`src/rtl/rxq_pkg.sv`:
```
package rxq_pkg;
   localparam int unsigned NIB_W  = 4;
   localparam int unsigned BYTE_W = 2 * NIB_W;

   typedef struct packed {
      logic              valid;
      logic [BYTE_W-1:0] data;
      logic              sof;
      logic              eof;
      logic              good;
      logic              bad;
      logic              drop;
      logic              err_p;
      logic              drop_p;
   } rxq_beat_t;
endpackage

```
`src/rtl/rxq_nib_pack.sv`:
```
module rxq_nib_pack
   import rxq_pkg::*;
#(
   parameter bit SUPPORT_NIB = 1'b1
) (
   input  logic              clk,
   input  logic              rst_n,
   input  logic              dv,
   input  logic              sof,
   input  logic              mode_in,
   input  logic [BYTE_W-1:0] din,
   output logic              byte_stb,
   output logic [BYTE_W-1:0] byte_o,
   output logic              half_o
);
   generate
      if (SUPPORT_NIB) begin : g_nib
         logic             mode_q;
         logic             half_q;
         logic [NIB_W-1:0] lo_q;
         logic             eff_byte;

         // width choice is frozen at the first valid cycle of a frame
         assign eff_byte = sof ? mode_in : mode_q;
         assign half_o   = half_q;

         always_comb begin
            byte_stb = 1'b0;
            byte_o   = din;
            if (dv) begin
               if (eff_byte) begin
                  byte_stb = 1'b1;
               end else if (half_q) begin
                  byte_stb = 1'b1;
                  byte_o   = {din[NIB_W-1:0], lo_q};
               end
            end
         end

         always_ff @(posedge clk) begin
            if (!rst_n) begin
               mode_q <= 1'b1;
               half_q <= 1'b0;
               lo_q   <= '0;
            end else begin
               if (sof) mode_q <= mode_in;
               if (!dv) begin
                  half_q <= 1'b0;
               end else if (!eff_byte) begin
                  half_q <= !half_q;
                  if (!half_q) lo_q <= din[NIB_W-1:0];
               end
            end
         end
      end else begin : g_byte_only
         assign byte_stb = dv;
         assign byte_o   = din;
         assign half_o   = 1'b0;
      end
   endgenerate
endmodule

```
`src/rtl/rxq_crs_sync.sv`:
```
module rxq_crs_sync #(
   parameter int unsigned STAGES = 2
) (
   input  logic clk,
   input  logic rst_n,
   input  logic d,
   output logic q
);
   logic [STAGES-1:0] chain;

   generate
      for (genvar s = 0; s < STAGES; s++) begin : g_stage
         always_ff @(posedge clk) begin
            if (!rst_n) chain[s] <= 1'b0;
            else if (s == 0) chain[s] <= d;
            else chain[s] <= chain[(s == 0) ? 0 : s-1];
         end
      end
   endgenerate

   assign q = chain[STAGES-1];
endmodule

```
`src/rtl/rxq_frame_track.sv`:
```
module rxq_frame_track
   import rxq_pkg::*;
#(
   parameter int unsigned LEN_W = 12
) (
   input  logic              clk,
   input  logic              rst_n,
   input  logic              dv,
   input  logic              sof,
   input  logic              eof,
   input  logic              byte_stb,
   input  logic [BYTE_W-1:0] byte_i,
   input  logic              odd_nib,
   input  logic              rx_err,
   input  logic              col_in,
   input  logic              full_dup,
   input  logic              pass_bad,
   input  logic [LEN_W-1:0]  max_len,
   output rxq_beat_t         beat
);
   logic              er_f, col_f, trunc_f;
   logic [LEN_W-1:0]  cnt;
   logic              pend_v, pend_first;
   logic [BYTE_W-1:0] pend_d;

   logic              er_n, col_n, trunc_n;
   logic [LEN_W-1:0]  cnt_base;
   logic              room, accept, bad;

   always_comb begin
      cnt_base = sof ? '0 : cnt;
      room     = cnt_base < max_len;
      accept   = byte_stb && room;
      er_n     = (sof ? 1'b0 : er_f)    | (dv & rx_err);
      col_n    = (sof ? 1'b0 : col_f)   | (dv & col_in & !full_dup);
      trunc_n  = (sof ? 1'b0 : trunc_f) | (byte_stb & !room);
      bad      = er_f | col_f | trunc_f | odd_nib | (cnt == '0);
   end

   always_ff @(posedge clk) begin
      if (!rst_n) begin
         er_f       <= 1'b0;
         col_f      <= 1'b0;
         trunc_f    <= 1'b0;
         cnt        <= '0;
         pend_v     <= 1'b0;
         pend_first <= 1'b0;
         pend_d     <= '0;
         beat       <= '0;
      end else begin
         beat    <= '0;
         er_f    <= er_n;
         col_f   <= col_n;
         trunc_f <= trunc_n;
         cnt     <= cnt_base + LEN_W'(accept);
         if (accept) begin
            if (pend_v) begin
               beat.valid <= 1'b1;
               beat.data  <= pend_d;
               beat.sof   <= pend_first;
            end
            pend_v     <= 1'b1;
            pend_d     <= byte_i;
            pend_first <= (cnt_base == '0);
         end
         if (eof) begin
            beat.valid  <= 1'b1;
            beat.data   <= pend_v ? pend_d : '0;
            beat.sof    <= pend_v ? pend_first : 1'b1;
            beat.eof    <= 1'b1;
            beat.good   <= !bad;
            beat.bad    <= bad & pass_bad;
            beat.drop   <= bad & !pass_bad;
            beat.err_p  <= er_f;
            beat.drop_p <= bad & !pass_bad;
            pend_v      <= 1'b0;
         end
      end
   end
endmodule

```
`src/rtl/rxq_frame_qual.sv`:
```
module rxq_frame_qual
   import rxq_pkg::*;
#(
   parameter int unsigned LEN_W       = 12,
   parameter int unsigned SYNC_STAGES = 2,
   parameter bit          SUPPORT_NIB = 1'b1
) (
   input  logic             clk,
   input  logic             rst_n,
   input  logic             gmii_sel,
   input  logic             rx_valid,
   input  logic             rx_err,
   input  logic [7:0]       rx_data,
   input  logic             col_in,
   input  logic             full_dup,
   input  logic             pass_bad,
   input  logic [LEN_W-1:0] max_len,
   input  logic             crs_in,
   output logic             o_valid,
   output logic [7:0]       o_data,
   output logic             o_sof,
   output logic             o_eof,
   output logic             o_good,
   output logic             o_bad,
   output logic             o_drop,
   output logic             o_err_pulse,
   output logic             o_drop_pulse,
   output logic             o_activity
);
   generate
      if (SYNC_STAGES < 2) begin : g_chk_sync
         $error("SYNC_STAGES must be at least 2");
      end
      if (LEN_W < 2) begin : g_chk_len
         $error("LEN_W must be at least 2");
      end
      if (BYTE_W != 8) begin : g_chk_byte
         $error("output byte must be 8 bits");
      end
   endgenerate

   logic              dv_q, sof, eof;
   logic              byte_stb, half;
   logic [BYTE_W-1:0] byte_w;
   rxq_beat_t         beat;

   always_ff @(posedge clk) begin
      if (!rst_n) dv_q <= 1'b0;
      else        dv_q <= rx_valid;
   end

   assign sof = rx_valid & !dv_q;
   assign eof = !rx_valid & dv_q;

   rxq_nib_pack #(.SUPPORT_NIB(SUPPORT_NIB)) u_pack (
      .clk(clk), .rst_n(rst_n), .dv(rx_valid), .sof(sof),
      .mode_in(gmii_sel), .din(rx_data),
      .byte_stb(byte_stb), .byte_o(byte_w), .half_o(half)
   );

   rxq_frame_track #(.LEN_W(LEN_W)) u_track (
      .clk(clk), .rst_n(rst_n), .dv(rx_valid), .sof(sof), .eof(eof),
      .byte_stb(byte_stb), .byte_i(byte_w), .odd_nib(eof & half),
      .rx_err(rx_err), .col_in(col_in), .full_dup(full_dup),
      .pass_bad(pass_bad), .max_len(max_len), .beat(beat)
   );

   rxq_crs_sync #(.STAGES(SYNC_STAGES)) u_crs (
      .clk(clk), .rst_n(rst_n), .d(crs_in), .q(o_activity)
   );

   assign o_valid      = beat.valid;
   assign o_data       = beat.data;
   assign o_sof        = beat.sof;
   assign o_eof        = beat.eof;
   assign o_good       = beat.good;
   assign o_bad        = beat.bad;
   assign o_drop       = beat.drop;
   assign o_err_pulse  = beat.err_p;
   assign o_drop_pulse = beat.drop_p;
endmodule

```
`config.mk`:
```
export PLATFORM = sky130hd
export DESIGN_NAME = rxq_frame_qual
export DESIGN_NICKNAME = d
export VERILOG_FILES = /design/src/rtl/rxq_pkg.sv /design/src/rtl/rxq_nib_pack.sv /design/src/rtl/rxq_crs_sync.sv /design/src/rtl/rxq_frame_track.sv /design/src/rtl/rxq_frame_qual.sv
export SDC_FILE = /design/constraint.sdc
export NUM_CORES = 1
export LEC_CHECK = 0
export BUFFER_PORTS_ARGS = -buffer_cell sky130_fd_sc_hd__buf_4
export CAP_MARGIN = 40
export CORE_MARGIN = 8
export CORE_UTILIZATION = 54
export CTS_CLUSTER_DIAMETER = 200
export DETAILED_ROUTE_END_ITERATION = 12
export GPL_TIMING_DRIVEN = 0
export PLACE_DENSITY = 0.87
export SETUP_SLACK_MARGIN = 0.4
export SLEW_MARGIN = 0
export SYNTH_ARGS = -nofsm -noshare
export SYNTH_HDL_FRONTEND = slang
export SYNTH_SLANG_ARGS = --single-unit
```
`constraint.sdc`:
```
create_clock -name clk -period 4.4 [get_ports clk]
set_input_delay 0.88 -clock clk [delete_from_list [all_inputs] [get_ports clk]]
set_output_delay 0.88 -clock clk [all_outputs]
set_load 0.03 [all_outputs]
```
-- Word-level counts from Yosys, hierarchy flattened
Cells that the tools add are included.
W data, S select, Z words.
- input port bits: 29
- word-level logic and storage cells: 72
- output and inout port bits: 17
- flip-flop bits (word level): 49
- order comparisons: 1
- mux-type cells: 16
- $add $sub $neg: 1
- reduce and logical (&&, ||, !) cells: 14
- bitwise logic cells: 19
- operators by type and width (operator ; number):
    $mux W8 ; 4
    $logic_not A12 Y1 ; 2
    $mux W10 ; 2
    $mux W16 ; 1
    $add A12 B1 Y12 ; 1
    $lt A12 B12 Y1 ; 1
    $mux W12 ; 1
    $and A1 B1 Y1 ; 9
    $mux W1 ; 8
    $logic_not A1 Y1 ; 7
    $or A1 B1 Y1 ; 7
    $reduce_and A2 Y1 ; 2
    $not A1 Y1 ; 3
    $reduce_and A3 Y1 ; 1
    $reduce_or A2 Y1 ; 1
    $logic_and A1 B1 Y1 ; 1

-- Depth between registers and ports, before layout
- word-level depth: 8
- depth in mapped cells: 18
- depth with buffers taken out: 16

-- By module
From an unflattened synthesis, not the netlist that was laid out.
- cell total of the unflattened synthesis: 260
- area total of the unflattened synthesis: 2353.5 µm²
- modules (own cells, without submodules) (module ; instances ; area each (µm²) ; seq. area each (µm²) ; cells an instance):
    rxq_frame_track ; 1 ; 1849.3 ; 800.8 ; 215
    rxq_nib_pack ; 1 ; 401.6 ; 120.1 ; 36
    rxq_crs_sync ; 1 ; 52.6 ; 40.0 ; 4
    rxq_frame_qual ; 1 ; 50.0 ; 20.0 ; 5

-- Worst setup path after synthesis
OpenSTA, ideal clock, no wires.
- path type: input-to-reg
- start point: input port rx_valid
- end point: register u_track.cnt[10]
- required time: 4.285 ns
- slack: 0.386 ns
- arrival time: 3.899 ns
- setup time: 0.115 ns
- stages on the path: 18
- buffers on the path: 2
- path through: nand2b_1 clkbuf_1 clkbuf_1 and2_1 ha_1 or4b_1 a21oi_1 a2111oi_2 a211oi_4 nand2_4 inv_1 ha_1 ha_1 inv_1 nor2_1 nand4_1 xnor2_1 and2_1
- word-level cells in the longest chain between the ends: 6
- elaborated cells on any way between the ends: 8
- classes of those cells: add/sub (1); order compare (1); mux (4); bitwise (1); reduce/logical (1)
- RTL lines (element ; line ; RTL):
    start, declared ; rxq_frame_qual.sv:11 ; input logic rx_valid,
    parallel branches: the longest is 4 deep, another holds $lt A12 B12 Y1 ; n/a ;
    $logic_and A1 B1 Y1 * ; rxq_frame_track.sv:33 ; accept = byte_stb && room;
    net u_track.accept ; rxq_frame_track.sv:28 ; logic room, accept, bad;
    $add A12 B1 Y12 * ; rxq_frame_track.sv:55 ; cnt <= cnt_base + LEN_W'(accept);
    end signal, assigned ; rxq_frame_track.sv:55 ;
    end, declared ; rxq_frame_track.sv:22 ; logic [LEN_W-1:0] cnt;
Mark *: on every way through the listed nets, which the timed path passes.
A chain may end at the register's enable or synchronous reset.

-- Worst setup path after layout
Same ends and word-level chain as after synthesis.

==> out/metrics.cfg <==
[placed_design]
port_buffers=45
routabilityCongestion=0.861
hpwlAfterDp_microns=3800

[drt]
dr.pass1.iters=4
drtIter0Drc=118
drc=0
vias=1911
wl_per_cell_microns=14.0
avgViaCountPerCell=5.18
postRouteAntennaNets=0
wirelength_microns=5160

[die]
core_area_sq_mm=0.00426
die_h_microns=81.9
die_area_sq_mm=0.00671
initial_core_util_pct=55.1
ioPinCount=46
num_rows=24
fp.dieW_microns=81.9

[clock_tree]
cts_hold_buffers=0
insertion_delay_ns=0.30
cts.path.max_buffers=2
clk_pin_slew_ns=0.09
root_buffer=clkbuf_8
clock_sinks=49
h-tree-depth=2
cts_made_buffers=5
cts_tree=done

[synth]
synthTopCellsByArea=dfxtp_1 (42%), nand2_1 (6.2%), and2_1 (6.1%), mux2i_1 (6.0%), ha_1 (5.9%)
synth-seq-cells=49
synthCells=261
yosysSeqAreaShare_pct=41.8
synth_nets=301
synth_top_area_share_pct=41.8
yosys.area.top_type=dfxtp_1
synth_warnings=0
ys_types=41
syn_area_sq_mm=0.00235
synth_area_per_cell_sq_um=9.00

[sta]
setup_viol=0
hold_viol=0
worstMarginPinSlew_ns=0.833
slew_viol_final=0
slew_headroom_pct=43.0
min_period_over_period_pct=88.9
period_minus_slack_ns=3.91
fin_skew_ns=0.00693
finalSetupTns_ns=0
fmax_mhz=256
rsz0062_at_grt=false

[run_status]
status=complete, no violations

[global_route]
grt_pass1_wl_microns=8200
grt.total_usage_pct=15.6
grt_pass1_vias=1904
gr-total-overflow=0
grt_max_degree=17
antenna_found_initial=0

[hold_path]
min-delay-start=u_track.pend_d[4]
min-delay-path-class=flip-flop to flip-flop

[pwr]
power.share.switching_pct=25.6
internal_power_w=0.000626
p_per_area_mw_per_mm2=290
p_sw_w=0.000215
power.total_w=0.000841
p_comb_share_pct=13.0
ir_worst_vdd_uv=199
seq_power_share_pct=55.5
p_clk_share_pct=31.5
p_leak_nw=1.34

[setup_path]
crit_path_start=rx_valid
required_ns=4.60
crit_path_end_kind=flip-flop
crit_fanout=10
critPathLaunchType=input pin
path_class=input pin to flip-flop
worst_ep_arrival_time_ns=4.11
r2r_start=dv_q

[layout]
fin_nets=356
n_antenna_cell=0
fillerInstances=337
area_growth_pct=23.6
drive_gt1_share_pct=25.9

[run]
cap_violations=0

power by group through the flow:
stage / Combinational [W] / Clock, W / Sequential (W)
after global routing: 0.000120 / 0.000289 / 0.000468
final: 0.000110 / 0.000265 / 0.000467
after global placement: 0.000100 / 0 / 0.000476
after floorplan: 0.0000585 / 0 / 0.000479
after CTS: 0.000107 / 0.000269 / 0.000466
after detailed placement: 0.000103 / 0 / 0.000476
worst paths after layout:
kind | to | slack, ns | depth (start not counted)
worst max-delay path | u_track.cnt[10] | 0.49 | 19
worst min-delay path | u_track.beat[11] | 0.44 | 2
worst max register to register | u_track.cnt[10] | 0.77 | 18
worst min register to register | u_track.beat[11] | 0.44 | 2
metal layers:
layer	global-route usage [%]	vias to the layer above	wire length [microns]
met5	0	-	0
met4	6.67	0	73
met3	4.05	7	350
met2	26.6	49	2530
met1	17.9	878	2210
li1	-	977	-
cells in the final DEF (no fill, tap or decap), drive strengths merged, types with 2 or more instances in the layout:
master	synthesis	routed
buf	4	54
dfxtp	49	49
nand2	40	40
and2	23	23
nor2	19	19
inv	16	17
mux2i	14	14
ha	11	11
nand3	9	9
clkbuf	6	9
mux2	8	8
xnor2	7	7
nor2b	7	7
a21oi	6	6
o21ai	5	5
xor2	5	5
nand2b	5	5
nor4	3	3
a21boi	2	2
and4	2	2
a21o	2	2
nand4	2	2
and3	2	2
a2111oi	2	2
a211oi	2	2
metrics by stage:
stage	std cells	setup WS [ns]	cell area (sq um)	hold slack, ns	util [%]
after floorplan	261	0.403	2350	0.410	-
after global placement	358	-0.249	2750	0.415	64.6
after detailed placement	358	-0.284	2750	0.420	64.6
after CTS	368	0.402	2870	0.440	67.2
after global routing	369	0.360	2900	0.453	68.1
final	369	0.489	2900	0.437	68.1
worst max-delay path: stages:
cell and delay (ns):
buf_4 0.14, nand2b_4 0.08, buf_4 0.18, buf_4 0.18, and2_1 0.18, ha_1 0.19
or4b_1 0.55, a21oi_2 0.14, a2111oi_2 0.09, a211oi_4 0.32, nand2_4 0.07, inv_1 0.08
ha_2 0.20, ha_1 0.17, inv_1 0.09, nor2_4 0.14, nand4_1 0.14, xnor2_1 0.15
and2_1 0.15
sequential cells by signal, summed over array words and instances, names as in the netlist:
signal	cells
u_track.beat	15
u_track.cnt	12
u_track.pend_d	8
u_pack.g_nib.lo_q	4
dv_q	1
u_crs.chain	1
u_crs.q	1
u_pack.g_nib.mode_q	1
u_pack.half_o	1
u_track.col_f	1
u_track.er_f	1
u_track.pend_first	1
u_track.pend_v	1
u_track.trunc_f	1
cells by family after synthesis:
kind of cell	synth area share [%]
simple gates	24.8
flops	41.8
compound gates	8.74
buf+inv	4.53
mux	9.80
xor+xnor	4.48
fa+ha+maj	5.86
final cells by class:
type / count / area (sq um) / share of cell area (%)
Multi-Input combinational cell: 186 / 1290 / 44.5
Sequential cell: 49 / 981 / 33.8
Timing Repair Buffer: 48 / 360 / 12.4
Clock buffer: 5 / 68.8 / 2.37
Tap cell: 52 / 65.1 / 2.24
Inverter: 16 / 60.1 / 2.07
Buffer: 10 / 53.8 / 1.85
Clock inverter: 3 / 21.3 / 0.733
cells in the mapped netlist (all sizes together):
master,instances
dfxtp,49
nand2,40
and2,23
nor2,19
inv,16
mux2i,14
ha,11
nand3,9
mux2,8
nor2b,7
xnor2,7
a21oi,6
clkbuf,6
nand2b,5
o21ai,5
xor2,5
buf,4
nor4,3
a2111oi,2
a211oi,2
a21boi,2
a21o,2
and3,2
and4,2
nand4,2
a21bo,1
a22o,1
a22oi,1
a2bb2oi,1
a31o,1
a41o,1
and3b,1
nor4bb,1
o221a,1
or4b,1
timing repair:
action,CTS,global route
endpoints found under the setup margin,8,5
buffers inserted,2,1
resized for setup,3,9
pin swaps,2,1
No activity file was read; power rests on OpenSTA's default activity.
